**src/rtl/txd_pkg.sv**
```systemverilog
`timescale 1ns/1ps
package txd_pkg;
  // descriptor layout
  localparam int unsigned WORD_W        = 32;
  localparam int unsigned LEN_W         = 16;
  localparam int unsigned WORD_BYTES    = 4;
  localparam int unsigned OWN_BIT       = 31;
  localparam int unsigned DSC_DONE_BIT  = 19;
  localparam int unsigned DSC_INT_BIT   = 16;
  // status register layout
  localparam int unsigned STAT_W         = 32;
  localparam int unsigned ST_INT_BIT     = 16;
  localparam int unsigned ST_SENT_BIT    = 18;
  localparam int unsigned ST_UNAVAIL_BIT = 23;
  localparam int unsigned ST_BUSERR_BIT  = 24;

  typedef enum logic [3:0] {
    W_IDLE,
    W_RD_CTRL,
    W_RD_BUF,
    W_RD_LEN,
    W_RD_NEXT,
    W_STREAM,
    W_WB_STAT,
    W_WB_CTRL,
    W_HALT
  } walk_state_t;
endpackage

```
**src/rtl/txd_walk_ctl.sv**
```systemverilog
`timescale 1ns/1ps
module txd_walk_ctl
  import txd_pkg::*;
#(
  parameter int unsigned AW = 32
) (
  input  logic                 clk,
  input  logic                 rst_n,
  input  logic [AW-1:0]        list_base,
  input  logic                 tx_on,
  input  logic                 txint_en,
  input  logic                 demand,
  input  logic                 mem_ack,
  input  logic                 mem_err,
  input  logic [WORD_W-1:0]    mem_rdata,
  input  logic                 stream_done,
  output logic                 ctl_req,
  output logic                 ctl_we,
  output logic [AW-1:0]        ctl_addr,
  output logic [WORD_W-1:0]    ctl_wdata,
  output logic                 stream_go,
  output logic [AW-1:0]        buf_addr,
  output logic [LEN_W-1:0]     frame_len,
  output logic [AW-1:0]        cur_desc,
  output logic                 busy,
  output logic                 evt_sent,
  output logic                 evt_unavail,
  output logic                 evt_buserr
);
  localparam logic [AW-1:0] OFF_BUF  = AW'(1 * WORD_BYTES);
  localparam logic [AW-1:0] OFF_LEN  = AW'(2 * WORD_BYTES);
  localparam logic [AW-1:0] OFF_NEXT = AW'(3 * WORD_BYTES);

  walk_state_t          state_q, state_n;
  logic [AW-1:0]        cur_q, cur_n;
  logic [AW-1:0]        buf_q, buf_n;
  logic [AW-1:0]        nxt_q, nxt_n;
  logic [LEN_W-1:0]     len_q, len_n;
  logic [WORD_W-1:0]    ctrl_q, ctrl_n;
  logic                 fresh_q, fresh_n;
  logic                 ack_ok, ack_bad;
  logic [WORD_W-1:0]    stat_word;

  assign ack_ok  = mem_ack && !mem_err;
  assign ack_bad = mem_ack && mem_err;

  always_comb begin
    stat_word               = WORD_W'(len_q);
    stat_word[DSC_DONE_BIT] = 1'b1;
    stat_word[DSC_INT_BIT]  = txint_en;
  end

  // next-state process
  always_comb begin
    state_n     = state_q;
    cur_n       = cur_q;
    buf_n       = buf_q;
    nxt_n       = nxt_q;
    len_n       = len_q;
    ctrl_n      = ctrl_q;
    fresh_n     = fresh_q;
    ctl_req     = 1'b0;
    ctl_we      = 1'b0;
    ctl_addr    = cur_q;
    ctl_wdata   = '0;
    stream_go   = 1'b0;
    evt_sent    = 1'b0;
    evt_unavail = 1'b0;
    evt_buserr  = 1'b0;
    unique case (state_q)
      W_IDLE: begin
        if (demand && tx_on) begin
          state_n = W_RD_CTRL;
          fresh_n = 1'b0;
          if (fresh_q) cur_n = list_base;
        end
      end
      W_RD_CTRL: begin
        ctl_req = 1'b1;
        if (ack_bad) begin
          state_n    = W_HALT;
          evt_buserr = 1'b1;
        end else if (ack_ok) begin
          ctrl_n = mem_rdata;
          if (mem_rdata[OWN_BIT]) begin
            state_n = W_RD_BUF;
          end else begin
            state_n     = W_IDLE;
            evt_unavail = 1'b1;
          end
        end
      end
      W_RD_BUF: begin
        ctl_req  = 1'b1;
        ctl_addr = cur_q + OFF_BUF;
        if (ack_bad) begin
          state_n    = W_HALT;
          evt_buserr = 1'b1;
        end else if (ack_ok) begin
          buf_n   = mem_rdata[AW-1:0];
          state_n = W_RD_LEN;
        end
      end
      W_RD_LEN: begin
        ctl_req  = 1'b1;
        ctl_addr = cur_q + OFF_LEN;
        if (ack_bad) begin
          state_n    = W_HALT;
          evt_buserr = 1'b1;
        end else if (ack_ok) begin
          len_n   = mem_rdata[LEN_W-1:0];
          state_n = W_RD_NEXT;
        end
      end
      W_RD_NEXT: begin
        ctl_req  = 1'b1;
        ctl_addr = cur_q + OFF_NEXT;
        if (ack_bad) begin
          state_n    = W_HALT;
          evt_buserr = 1'b1;
        end else if (ack_ok) begin
          nxt_n   = mem_rdata[AW-1:0];
          state_n = W_STREAM;
        end
      end
      W_STREAM: begin
        stream_go = 1'b1;
        if (ack_bad) begin
          state_n    = W_HALT;
          evt_buserr = 1'b1;
        end else if (stream_done) begin
          state_n = W_WB_STAT;
        end
      end
      W_WB_STAT: begin
        ctl_req   = 1'b1;
        ctl_we    = 1'b1;
        ctl_addr  = cur_q + OFF_LEN;
        ctl_wdata = stat_word;
        if (ack_bad) begin
          state_n    = W_HALT;
          evt_buserr = 1'b1;
        end else if (ack_ok) begin
          state_n = W_WB_CTRL;
        end
      end
      W_WB_CTRL: begin
        ctl_req            = 1'b1;
        ctl_we             = 1'b1;
        ctl_wdata          = ctrl_q;
        ctl_wdata[OWN_BIT] = 1'b0;
        if (ack_bad) begin
          state_n    = W_HALT;
          evt_buserr = 1'b1;
        end else if (ack_ok) begin
          evt_sent = 1'b1;
          cur_n    = nxt_q;
          state_n  = tx_on ? W_RD_CTRL : W_IDLE;
        end
      end
      W_HALT:  state_n = W_HALT;
      default: state_n = W_IDLE;
    endcase
  end

  // control registers
  always_ff @(posedge clk or negedge rst_n) begin
    if (!rst_n) begin
      state_q <= W_IDLE;
      cur_q   <= '0;
      fresh_q <= 1'b1;
    end else begin
      state_q <= state_n;
      cur_q   <= cur_n;
      fresh_q <= fresh_n;
    end
  end

  // descriptor field registers, no reset needed
  always_ff @(posedge clk) begin
    buf_q  <= buf_n;
    nxt_q  <= nxt_n;
    len_q  <= len_n;
    ctrl_q <= ctrl_n;
  end

  assign buf_addr  = buf_q;
  assign frame_len = len_q;
  assign cur_desc  = cur_q;
  assign busy      = (state_q != W_IDLE);
endmodule

```
**src/rtl/txd_byte_pump.sv**
```systemverilog
`timescale 1ns/1ps
module txd_byte_pump
  import txd_pkg::*;
#(
  parameter int unsigned AW = 32
) (
  input  logic                 clk,
  input  logic                 rst_n,
  input  logic                 go,
  input  logic [AW-1:0]        base,
  input  logic [LEN_W-1:0]     len,
  input  logic                 mem_ack,
  input  logic                 mem_err,
  input  logic [WORD_W-1:0]    mem_rdata,
  input  logic                 tx_ready,
  output logic                 rd_req,
  output logic [AW-1:0]        rd_addr,
  output logic                 tx_valid,
  output logic [7:0]           tx_data,
  output logic                 tx_last,
  output logic                 done
);
  localparam int unsigned LANE_W = $clog2(WORD_BYTES);

  logic [LEN_W-1:0]   idx_q, idx_n;
  logic               have_q, have_n;
  logic [WORD_W-1:0]  word_q;
  logic               word_en;
  logic [AW-1:0]      byte_addr;
  logic [LANE_W-1:0]  lane;
  logic               accept;

  assign byte_addr = base + AW'(idx_q);
  assign lane      = byte_addr[LANE_W-1:0];
  assign rd_addr   = {byte_addr[AW-1:LANE_W], {LANE_W{1'b0}}};
  assign rd_req    = go && !have_q && (len != '0);
  assign tx_valid  = go && have_q;
  assign tx_data   = word_q[{lane, 3'b000} +: 8];
  assign tx_last   = tx_valid && (idx_q == len - 1'b1);
  assign accept    = tx_valid && tx_ready;
  assign done      = go && ((len == '0) || (accept && tx_last));
  assign word_en   = rd_req && mem_ack && !mem_err;

  // next-state process
  always_comb begin
    idx_n  = idx_q;
    have_n = have_q;
    if (!go) begin
      idx_n  = '0;
      have_n = 1'b0;
    end else begin
      if (word_en) have_n = 1'b1;
      if (accept) begin
        idx_n = idx_q + 1'b1;
        if ((lane == {LANE_W{1'b1}}) || tx_last) have_n = 1'b0;
      end
    end
  end

  always_ff @(posedge clk or negedge rst_n) begin
    if (!rst_n) begin
      idx_q  <= '0;
      have_q <= 1'b0;
    end else begin
      idx_q  <= idx_n;
      have_q <= have_n;
    end
  end

  always_ff @(posedge clk) begin
    if (word_en) word_q <= mem_rdata;
  end
endmodule

```
**src/rtl/txd_int_stat.sv**
```systemverilog
`timescale 1ns/1ps
module txd_int_stat
  import txd_pkg::*;
(
  input  logic              clk,
  input  logic              rst_n,
  input  logic              evt_sent,
  input  logic              evt_unavail,
  input  logic              evt_buserr,
  input  logic [STAT_W-1:0] clr,
  input  logic [STAT_W-1:0] irq_en,
  output logic [STAT_W-1:0] stat,
  output logic              irq
);
  localparam logic [STAT_W-1:0] IMPL_MASK =
      (STAT_W'(1) << ST_INT_BIT)     | (STAT_W'(1) << ST_SENT_BIT) |
      (STAT_W'(1) << ST_UNAVAIL_BIT) | (STAT_W'(1) << ST_BUSERR_BIT);

  logic [STAT_W-1:0] stat_q, stat_n, set_vec;
  logic              stat_en;

  always_comb begin
    set_vec                 = '0;
    set_vec[ST_INT_BIT]     = evt_sent;
    set_vec[ST_SENT_BIT]    = evt_sent;
    set_vec[ST_UNAVAIL_BIT] = evt_unavail;
    set_vec[ST_BUSERR_BIT]  = evt_buserr;
    // a set in the same cycle as a clear wins
    stat_n  = ((stat_q & ~clr) | set_vec) & IMPL_MASK;
    stat_en = (|set_vec) || (|clr);
  end

  always_ff @(posedge clk or negedge rst_n) begin
    if (!rst_n)       stat_q <= '0;
    else if (stat_en) stat_q <= stat_n;
  end

  assign stat = stat_q;
  assign irq  = |(stat_q & irq_en);
endmodule

```
**src/rtl/txd_walker.sv**
```systemverilog
`timescale 1ns/1ps
module txd_walker
  import txd_pkg::*;
#(
  parameter int unsigned AW = 32
) (
  input  logic              clk,
  input  logic              rst_n,
  input  logic [AW-1:0]     cfg_list_base,
  input  logic              cfg_tx_on,
  input  logic              cfg_txint_en,
  input  logic [31:0]       cfg_irq_en,
  input  logic              tx_demand,
  input  logic [31:0]       stat_clr,
  output logic              mem_req,
  output logic              mem_we,
  output logic [AW-1:0]     mem_addr,
  output logic [31:0]       mem_wdata,
  input  logic              mem_ack,
  input  logic              mem_err,
  input  logic [31:0]       mem_rdata,
  output logic              tx_valid,
  output logic [7:0]        tx_data,
  output logic              tx_last,
  input  logic              tx_ready,
  output logic [31:0]       tx_stat,
  output logic              tx_irq,
  output logic [AW-1:0]     cur_desc,
  output logic              busy
);
  logic [1:0]        rst_sync_q;
  logic              core_rst_n;
  logic              ctl_req, ctl_we, pump_req;
  logic [AW-1:0]     ctl_addr, pump_addr, buf_addr;
  logic [31:0]       ctl_wdata;
  logic              stream_go, stream_done;
  logic [LEN_W-1:0]  frame_len;
  logic              evt_sent, evt_unavail, evt_buserr;

  // asynchronous assert, synchronous release
  always_ff @(posedge clk or negedge rst_n) begin
    if (!rst_n) rst_sync_q <= '0;
    else        rst_sync_q <= {rst_sync_q[0], 1'b1};
  end
  assign core_rst_n = rst_sync_q[1];

  txd_walk_ctl #(.AW(AW)) u_ctl (
    .clk         (clk),
    .rst_n       (core_rst_n),
    .list_base   (cfg_list_base),
    .tx_on       (cfg_tx_on),
    .txint_en    (cfg_txint_en),
    .demand      (tx_demand),
    .mem_ack     (mem_ack),
    .mem_err     (mem_err),
    .mem_rdata   (mem_rdata),
    .stream_done (stream_done),
    .ctl_req     (ctl_req),
    .ctl_we      (ctl_we),
    .ctl_addr    (ctl_addr),
    .ctl_wdata   (ctl_wdata),
    .stream_go   (stream_go),
    .buf_addr    (buf_addr),
    .frame_len   (frame_len),
    .cur_desc    (cur_desc),
    .busy        (busy),
    .evt_sent    (evt_sent),
    .evt_unavail (evt_unavail),
    .evt_buserr  (evt_buserr)
  );

  txd_byte_pump #(.AW(AW)) u_pump (
    .clk       (clk),
    .rst_n     (core_rst_n),
    .go        (stream_go),
    .base      (buf_addr),
    .len       (frame_len),
    .mem_ack   (mem_ack),
    .mem_err   (mem_err),
    .mem_rdata (mem_rdata),
    .tx_ready  (tx_ready),
    .rd_req    (pump_req),
    .rd_addr   (pump_addr),
    .tx_valid  (tx_valid),
    .tx_data   (tx_data),
    .tx_last   (tx_last),
    .done      (stream_done)
  );

  txd_int_stat u_stat (
    .clk         (clk),
    .rst_n       (core_rst_n),
    .evt_sent    (evt_sent),
    .evt_unavail (evt_unavail),
    .evt_buserr  (evt_buserr),
    .clr         (stat_clr),
    .irq_en      (cfg_irq_en),
    .stat        (tx_stat),
    .irq         (tx_irq)
  );

  // the pump only requests while streaming, when the controller is silent
  assign mem_req   = ctl_req | pump_req;
  assign mem_we    = ctl_we;
  assign mem_addr  = stream_go ? pump_addr : ctl_addr;
  assign mem_wdata = ctl_wdata;
endmodule

```
**config.mk**
```make
export PLATFORM = sky130hd
export DESIGN_NAME = txd_walker
export DESIGN_NICKNAME = d
export VERILOG_FILES = /design/src/rtl/txd_pkg.sv /design/src/rtl/txd_walk_ctl.sv /design/src/rtl/txd_byte_pump.sv /design/src/rtl/txd_int_stat.sv /design/src/rtl/txd_walker.sv
export SDC_FILE = /design/constraint.sdc
export NUM_CORES = 1
export LEC_CHECK = 0
export ABC_AREA = 1
export BUFFER_PORTS_ARGS = -buffer_cell sky130_fd_sc_hd__buf_4
export CORE_ASPECT_RATIO = 1.4
export CORE_UTILIZATION = 30
export DETAILED_ROUTE_END_ITERATION = 7
export PLACE_DENSITY = 0.58
export SKIP_LAST_GASP = 1
export SLEW_MARGIN = 10
export SYNTH_ARGS = -nofsm -noshare
export SYNTH_HDL_FRONTEND = slang
export SYNTH_HIERARCHICAL = 1
export SYNTH_SLANG_ARGS = --single-unit
export TNS_END_PERCENT = 50
```
**constraint.sdc**
```tcl
create_clock -name clk -period 3.8 [get_ports clk]
set_clock_uncertainty 0.2 [all_clocks]
set_input_delay 0.76 -clock clk [delete_from_list [all_inputs] [get_ports clk]]
set_output_delay 0.76 -clock clk [all_outputs]
set_load 0.005 [all_outputs]
```
==> results of run 1 <==
[worst paths after layout]
path,slack (ps),endpoint,depth (start not counted),startpoint
worst max-delay path,90,mem_addr[21],12,u_pump/idx_q[9]$_DFFE_PN0P_
max in group asynchronous,2290,u_ctl/fresh_q$_DFFE_PN1P_,1,rst_sync_q[1]$_DFF_PN0_
min in group asynchronous,210,u_stat/stat[23]$_DFFE_PN0P_,0,rst_sync_q[1]$_DFF_PN0_
worst min register to register,140,rst_sync_q[1]$_DFF_PN0_,0,rst_sync_q[0]$_DFF_PN0_
worst min-delay path,140,rst_sync_q[1]$_DFF_PN0_,0,rst_sync_q[0]$_DFF_PN0_
worst max register to register,740,u_pump/have_q$_DFF_PN0_,15,u_ctl/state_q[1]$_DFFE_PN0P_
[routing by layer]
layer / track usage (%) / wire (µm) / vias up
met5: 0 / 0 / -
met4: 7.043 / 1390 / 0
met3: 1.930 / 1940 / 72
met2: 35.80 / 21840 / 308
met1: 22.18 / 16510 / 5154
li1: - / - / 5318
[area by class of cell]
cell class,instances,area (µm²)
well taps,534,668.1
fillers,4195,24960
clock inverters,8,72.57
repair buffers,227,1714
inverters,160,610.6
multi-input cells,1102,5963
clock buffers,33,685.7
flip-flops and latches,203,5816
[worst reg2reg max path, stage by stage (launching register included)]
cell and delay (ps):
dfrtp_1 410, buf_4 180, inv_2 60, nand2_1 90, nor2_4 110, buf_4 450, clkinv_1 130, buf_4 200
nor2_1 90, nand2_1 60, inv_1 130, nand2_1 80, nor2_2 90, buf_4 380, o32ai_1 220, nor2b_4 130
[logic make-up (layout without fill, tap and decap cells)]
family,after synthesis,count (layout),share of synthesized area (%)
adder cells (fa/ha/maj),22,22,2.345
AND/OR/NAND/NOR,825,825,29.12
AO/OA/AOI/OAI,179,179,9.048
buffers and inverters,230,428,9.300
XOR/XNOR,44,44,3.225
flip-flops,203,203,46.84
other,4,32,0.1213
[repair_timing]
action / 4_1_cts / 5_1_grt
resized for setup: 42 / 59
hold buffers: 1 / 0
pin swaps: 3 / 24
endpoints found under the hold margin: 2 / 0
buffers inserted: 3 / 14
setup endpoints to repair: 25 / 23
[power groups by stage]
stage / clock network [mW] / registers, mW / logic (mW)
after floorplan: 0 / 2.79 / 0.976
after global placement: 0 / 2.87 / 1.70
after detailed placement: 0 / 2.88 / 1.72
after CTS: 2.27 / 2.84 / 1.75
after global routing: 2.34 / 2.87 / 1.97
final: 2.23 / 2.84 / 1.80
[per-stage QoR]
stage | setup slack, ps | std cells | area (µm²) | total power, mW
floorplan | 120.2 | 1535 | 12480 | 3.762
global placement | 287.6 | 2208 | 14190 | 4.578
detailed placement | 227.2 | 2208 | 14190 | 4.598
CTS | -21.73 | 2253 | 15180 | 6.864
global route | -116.1 | 2267 | 15530 | 7.177
finish | 90.43 | 2267 | 15530 | 6.867
[synth_stat cells (3+ instances only)]
cell type  count
nor3_1        11
inv_2          7
nand2_4        5
edfxtp_1     143
buf_6         10
a22o_1        18
clkinv_1       3
a21oi_1       24
clkbuf_8       3
nor2_2        13
xor2_1        28
xnor2_1       15
nor2_1       167
o221ai_1       3
nand4_1       13
buf_4         36
o21bai_1       3
clkbuf_1       9
o22ai_1       10
inv_1        149
and2_1         3
ha_1          20
conb_1         4
o21ai_0       55
nand3_1      102
nor2_4        11
buf_2         10
nor3_2         3
o211ai_1       7
nand2_2       24
a31oi_1       37
dfrtp_1       59
o21ai_1        4
a21oi_2        3
nand2_1      460
[registers in the layout, indices dropped and copies added, names as in the netlist]
register and count:
u_pump/word_q 32, rst_sync_q 2, u_ctl/frame_len 16, u_ctl/fresh_q 1, u_ctl/buf_addr 32, u_ctl/nxt_q 32, u_stat/stat 4, u_pump/idx_q 16
u_ctl/ctrl_q 31, u_ctl/cur_desc 32, u_pump/have_q 1, u_ctl/state_q 4
==> reports/metrics.yaml, run 1 <==
grtUsageTotal_pct: 19.09
routed_wl_um: 41680
worstMarginPinSlew_ps: 903.6
synth_area_leaders: "edfxtp_1, nand2_1, dfrtp_1, nor2_1, inv_1"
grt_start_max_net_pins: 65
dp_hpwl_um: 31480
critPathMaxFanout: 6
slew_viol_final: 0
ys_async_sr_fraction_pct: 29.56
drv_cap: 0
critical_path.slowest_cell: "dfrtp_1"
p_per_area_nw_per_um2: 442.2
start_util_pct: 30.56
io_pins: 278
hold_violations: 0
switching_share_pct: 32.32
clock_sinks: 203
drc_errors: 0
critPathCaptureType: "primary output"
drt_pass1_iterations: 6
hold-worst-slack_ps: 143.6
die_h_um: 242.3
row_count: 87
setup_violations: 0
syn_area_um2: 12380
yosysTopAreaCellShare_pct: 34.69
ys_seq_area_share_pct: 46.84
intPower_mw: 4.648
drive_gt1_share_pct: 24.41
antennaDiodeCount: 0
drtAntennaViolNets: 0
ys_warn_count: 6
die_w_um: 173.7
cts_tree: "yes"
crit_family: "simple AND/OR/NAND/NOR gates"
ys_types: 65
crit_top_cell: "nand2_1"
crit_buf_inv: 2
ys_seq_elements: 203
wl_per_cell_um: 18.39
crit_type: "reg2out"
status: "completed"
max_stage_delay_ps: 450
place_congestion: 0.9241
clkPwrFrac_pct: 32.4
nets: 1875
tns_ps: 0
rsz0062_at_grt: "yes"
synth_flop_cell: "edfxtp_1"
htree_levels: 1
vias: 10852
path_cells: "ha_4 -> nand2_1 -> nor2_1 -> inv_1 -> nor3_1 -> nor2_1 -> o21bai_2 -> nand2_1 -> xnor2_1 -> nand2_1 -> nand2_1 -> buf_4"
most-common-layout-cells: "nand2_1, buf_4, nor2_1, inv_1, edfxtp_1"
fin_crit_ps: 3710
switching_power_mw: 2.219
max_freq_mhz: 269.6
core_um2: 40490
clk_path_buf_depth: 3
crit_required_ps: 2840
root_buffer: "clkbuf_16"
overflow: 0
cp.arrival_ps: 2750
utilization_pct: 38.35
antenna_found_initial: 0
synth.largest_area_cell: "edfxtp_1"
avgViaCountPerCell: 4.787
startpoint_type: "register"
numCtsBuffers: 23
syn_avg_cell_area_um2: 8.213
syn2layout_area_growth_pct: 25.48
dieArea_um2: 42080
p_leak_nw: 6.762
worst_slew_margin_rel_pct: 39.76
synth_edf_count: 143
insertion_delay_ps: 530
irDropWorstVdd_mv: 0.3027
grt_pass1_vias: 10423
drtIter0Drc: 773
min_path_type: "reg2reg"
grt_first_pass_wirelength_um: 61230
final_common_cell: "nand2_1"
synthCells: 1507
period_share_pct: 97.62
numPortBuffers: 192
combPwrFrac_pct: 26.3
clk_pin_slew_worst_paths_ps: 60
power_frac_seq_pct: 41.3
No activity file was read; power rests on OpenSTA's default activity.
==> inputs of run 2 (changes only) <==
ABC_AREA = default   (was 1)
CTS_BUF_LIST = sky130_fd_sc_hd__clkbuf_16   (was default)
CTS_CLUSTER_SIZE = 40   (was default)
PLACE_DENSITY = 0.59   (was 0.58)
==> reports/metrics.yaml, run 2 <==
switching_power_mw: 1.846  # -17%
place_area_um2: 13310  # -6.2%
worst_slew_margin_rel_pct: 42.01  # +2.3 points
ys_types: 80  # +23%
root_buffer: "clkbuf_16"
syn2layout_area_growth_pct: 28.93
tns_ps: -3457  # -3457 ps
path_cells: "ha_1 -> nand2_1 -> nor2_1 -> a21oi_1 -> a211oi_1 -> xor2_1 -> mux2_4 -> buf_4"
drc_errors: 31  # +31
synth_edf_count: 143  # unchanged
crit_required_ps: 2840  # about the same
drive_gt1_share_pct: 33.33  # +8.9 points
overflow: 0  # unchanged
synth_area_leaders: "edfxtp_1, dfrtp_1, mux2i_1, xnor2_1, mux2_4"
crit_type: "reg2out"
antenna_found_initial: 0  # unchanged
intPower_mw: 4.450  # -4.3%
synth_flop_cell: "edfxtp_1"
critPathMaxFanout: 8  # +2
place_congestion: 0.8616  # -6.8%
htree_levels: 1  # unchanged
syn_avg_cell_area_um2: 11.73  # +43%
grt_pass1_vias: 8412  # -19%
syn_area_um2: 11230  # -9.2%
avgViaCountPerCell: 5.040  # +5.3%
drtAntennaViolNets: 0  # unchanged
grt_first_pass_wirelength_um: 51700  # -16%
cp.arrival_ps: 3080  # +330 ps
numPortBuffers: 192  # unchanged
p_per_area_nw_per_um2: 434.7  # -1.7%
ys_seq_elements: 203  # unchanged
start_util_pct: 30.56  # about the same
totalPowerFinal_mw: 6.296  # -8.3%
power_frac_seq_pct: 41.3  # about the same
hold-worst-slack_ps: 160.5  # +16.90 ps
row_count: 83  # -4.6%
most-common-layout-cells: "buf_4, edfxtp_1, nand2_1, dfrtp_1, mux2i_1"
max_stage_delay_ps: 590  # +140 ps
clock_sinks: 203  # unchanged
min_path_type: "reg2reg"
core_um2: 36760  # -9.2%
switching_share_pct: 29.33  # -3.0 points
irDropWorstVdd_mv: 0.2828  # -6.6%
dp_hpwl_um: 26220  # -17%
max_freq_mhz: 247.8  # -8.1%
worstReg2RegEnd: "u_ctl/state_q[1]$_DFFE_PN0P_"
drt_pass1_iterations: 7  # +1
crit_path_start: "u_ctl/cur_desc[3]$_DFFE_PN0P_"
crit_end: "mem_addr[15]"
status: "finished, violations left"
vias: 8477  # -22%
hold_violations: 0  # unchanged
wl_per_cell_um: 20.80  # +13%
io_pins: 278  # unchanged
r2r-start: "u_ctl/frame_len[0]$_DFFE_PP_"
synthCells: 958  # -36%
reg2regPathDepth: 14  # -1
numCtsBuffers: 23  # unchanged
final_area_um2: 14480  # -6.7%
clk_pin_slew_worst_paths_ps: 60  # about the same
failed_checks: "DRC, setup timing"
fin_crit_ps: 4035  # +325.6 ps
antennaDiodeCount: 0  # unchanged
ys_warn_count: 6  # unchanged
routed_wl_um: 34980  # -16%
insertion_delay_ps: 510  # -20 ps
grtUsageTotal_pct: 18.31  # -0.78 points
critPathCaptureType: "primary output"
die_h_um: 231.0  # -4.7%
synth_most_common_cell: "edfxtp_1"
combPwrFrac_pct: 24.3  # -2.0 points
r2r_setup_slack_ps: 150  # -590 ps
cts_tree: "yes"
slew_viol_final: 0  # unchanged
p_leak_nw: 6.194  # -8.4%
utilization_pct: 39.39  # +1.0 points
drtIter0Drc: 514  # -34%
startpoint_type: "register"
grt_start_max_net_pins: 65  # unchanged
ys_async_sr_fraction_pct: 29.56  # unchanged
clkPwrFrac_pct: 34.4  # +2.0 points
fin_ws_ps: -235.2  # -325.6 ps
period_share_pct: 106.2  # +8.6 points
ys_seq_area_share_pct: 51.60  # +4.8 points
nets: 1357  # -28%
clk_path_buf_depth: 3  # unchanged
synth_common_cells: "edfxtp_1, nand2_1, dfrtp_1"
setup_violations: 29  # +29
rsz0062_at_grt: "yes"
drv_cap: 0  # unchanged
critical_path.slowest_cell: "dfrtp_1"
dieArea_um2: 38230  # -9.2%
yosysTopAreaCellShare_pct: 38.23  # +3.5 points
die_w_um: 165.5  # -4.7%
synth.largest_area_cell: "edfxtp_1"
final_common_cell: "buf_4"
worstMarginPinSlew_ps: 869.8  # -33.82 ps
run 2: kinds of logic (layout without fill, tap and decap cells):
kind of cell	Yosys count	count (layout)	share of synthesized area [%]
XOR/XNOR	84	84	6.549
other	4	32	0.1336
multiplexers	97	97	10.89
buffers and inverters	89	318	4.845
AO/OA/AOI/OAI	147	147	8.900
adder cells (fa/ha/maj)	22	22	2.584
AND/OR/NAND/NOR	312	312	14.49
flip-flops	203	203	51.60
run 2: area by class of cell:
cell class	count	area, µm²
Clock buffer	23	575.6
Clock inverter	18	153.9
Fill cell	3659	22280
Inverter	16	60.06
Multi-Input combinational cell	694	5300
Sequential cell	203	5798
Tap cell	467	584.3
Timing Repair Buffer	261	2011
run 2: power by group through the flow:
stage,sequential (mW),combinational [mW],clock (mW)
floorplan,2.64,0.822,0
global placement,2.64,1.49,0
detailed placement,2.64,1.50,0
CTS,2.60,1.53,2.23
global route,2.61,1.64,2.32
finish,2.60,1.53,2.17
run 2: repair_timing:
action	4_1_cts	5_1_grt
pin swaps	24	16
endpoints found under the setup margin	26	32
gates cloned	1	0
hold buffers	1	0
resized for setup	41	21
buffers inserted	10	7
hold endpoints to repair	2	0
run 2: metal layers:
layer	GRT usage, %	vias up	routed length [µm]
met5	0	-	0
met4	8.267	0	1452
met3	2.857	73	1975
met2	31.68	324	17850
met1	22.03	4146	13710
li1	-	3934	-
run 2: worst min path at each step:
| stage | from | endpoint | slack [ps] | depth (start not counted) |
|---|---|---|---|---|
| 2_1_floorplan | rst_sync_q[0]$_DFF_PN0_ | rst_sync_q[1]$_DFF_PN0_ | 130 | 0 |
| 6_report | rst_sync_q[0]$_DFF_PN0_ | rst_sync_q[1]$_DFF_PN0_ | 160 | 0 |
| 3_3_place_gp | rst_sync_q[0]$_DFF_PN0_ | rst_sync_q[1]$_DFF_PN0_ | 140 | 0 |
| 3_5_place_dp | rst_sync_q[0]$_DFF_PN0_ | rst_sync_q[1]$_DFF_PN0_ | 150 | 0 |
| 5_1_grt | rst_sync_q[0]$_DFF_PN0_ | rst_sync_q[1]$_DFF_PN0_ | 170 | 0 |
| 4_1_cts | rst_sync_q[0]$_DFF_PN0_ | rst_sync_q[1]$_DFF_PN0_ | 160 | 0 |
run 2: critical path, delay by kind of cell, from the launching register on:
family / cells / cell delay, ps
flip-flops: 1 / 590
adder cells (fa/ha/maj): 1 / 280
buffers and inverters: 1 / 140
AND/OR/NAND/NOR: 2 / 490
multiplexers: 1 / 300
AO/OA/AOI/OAI: 2 / 560
XOR/XNOR: 1 / 190
run 2: per-stage QoR:
step                      setup slack [ps]  std cells
after global placement              -8.423       1623
final                               -235.2       1682
after global routing                -343.9       1682
after floorplan                     -342.3        986
after CTS                           -267.8       1676
after detailed placement            -17.44       1623
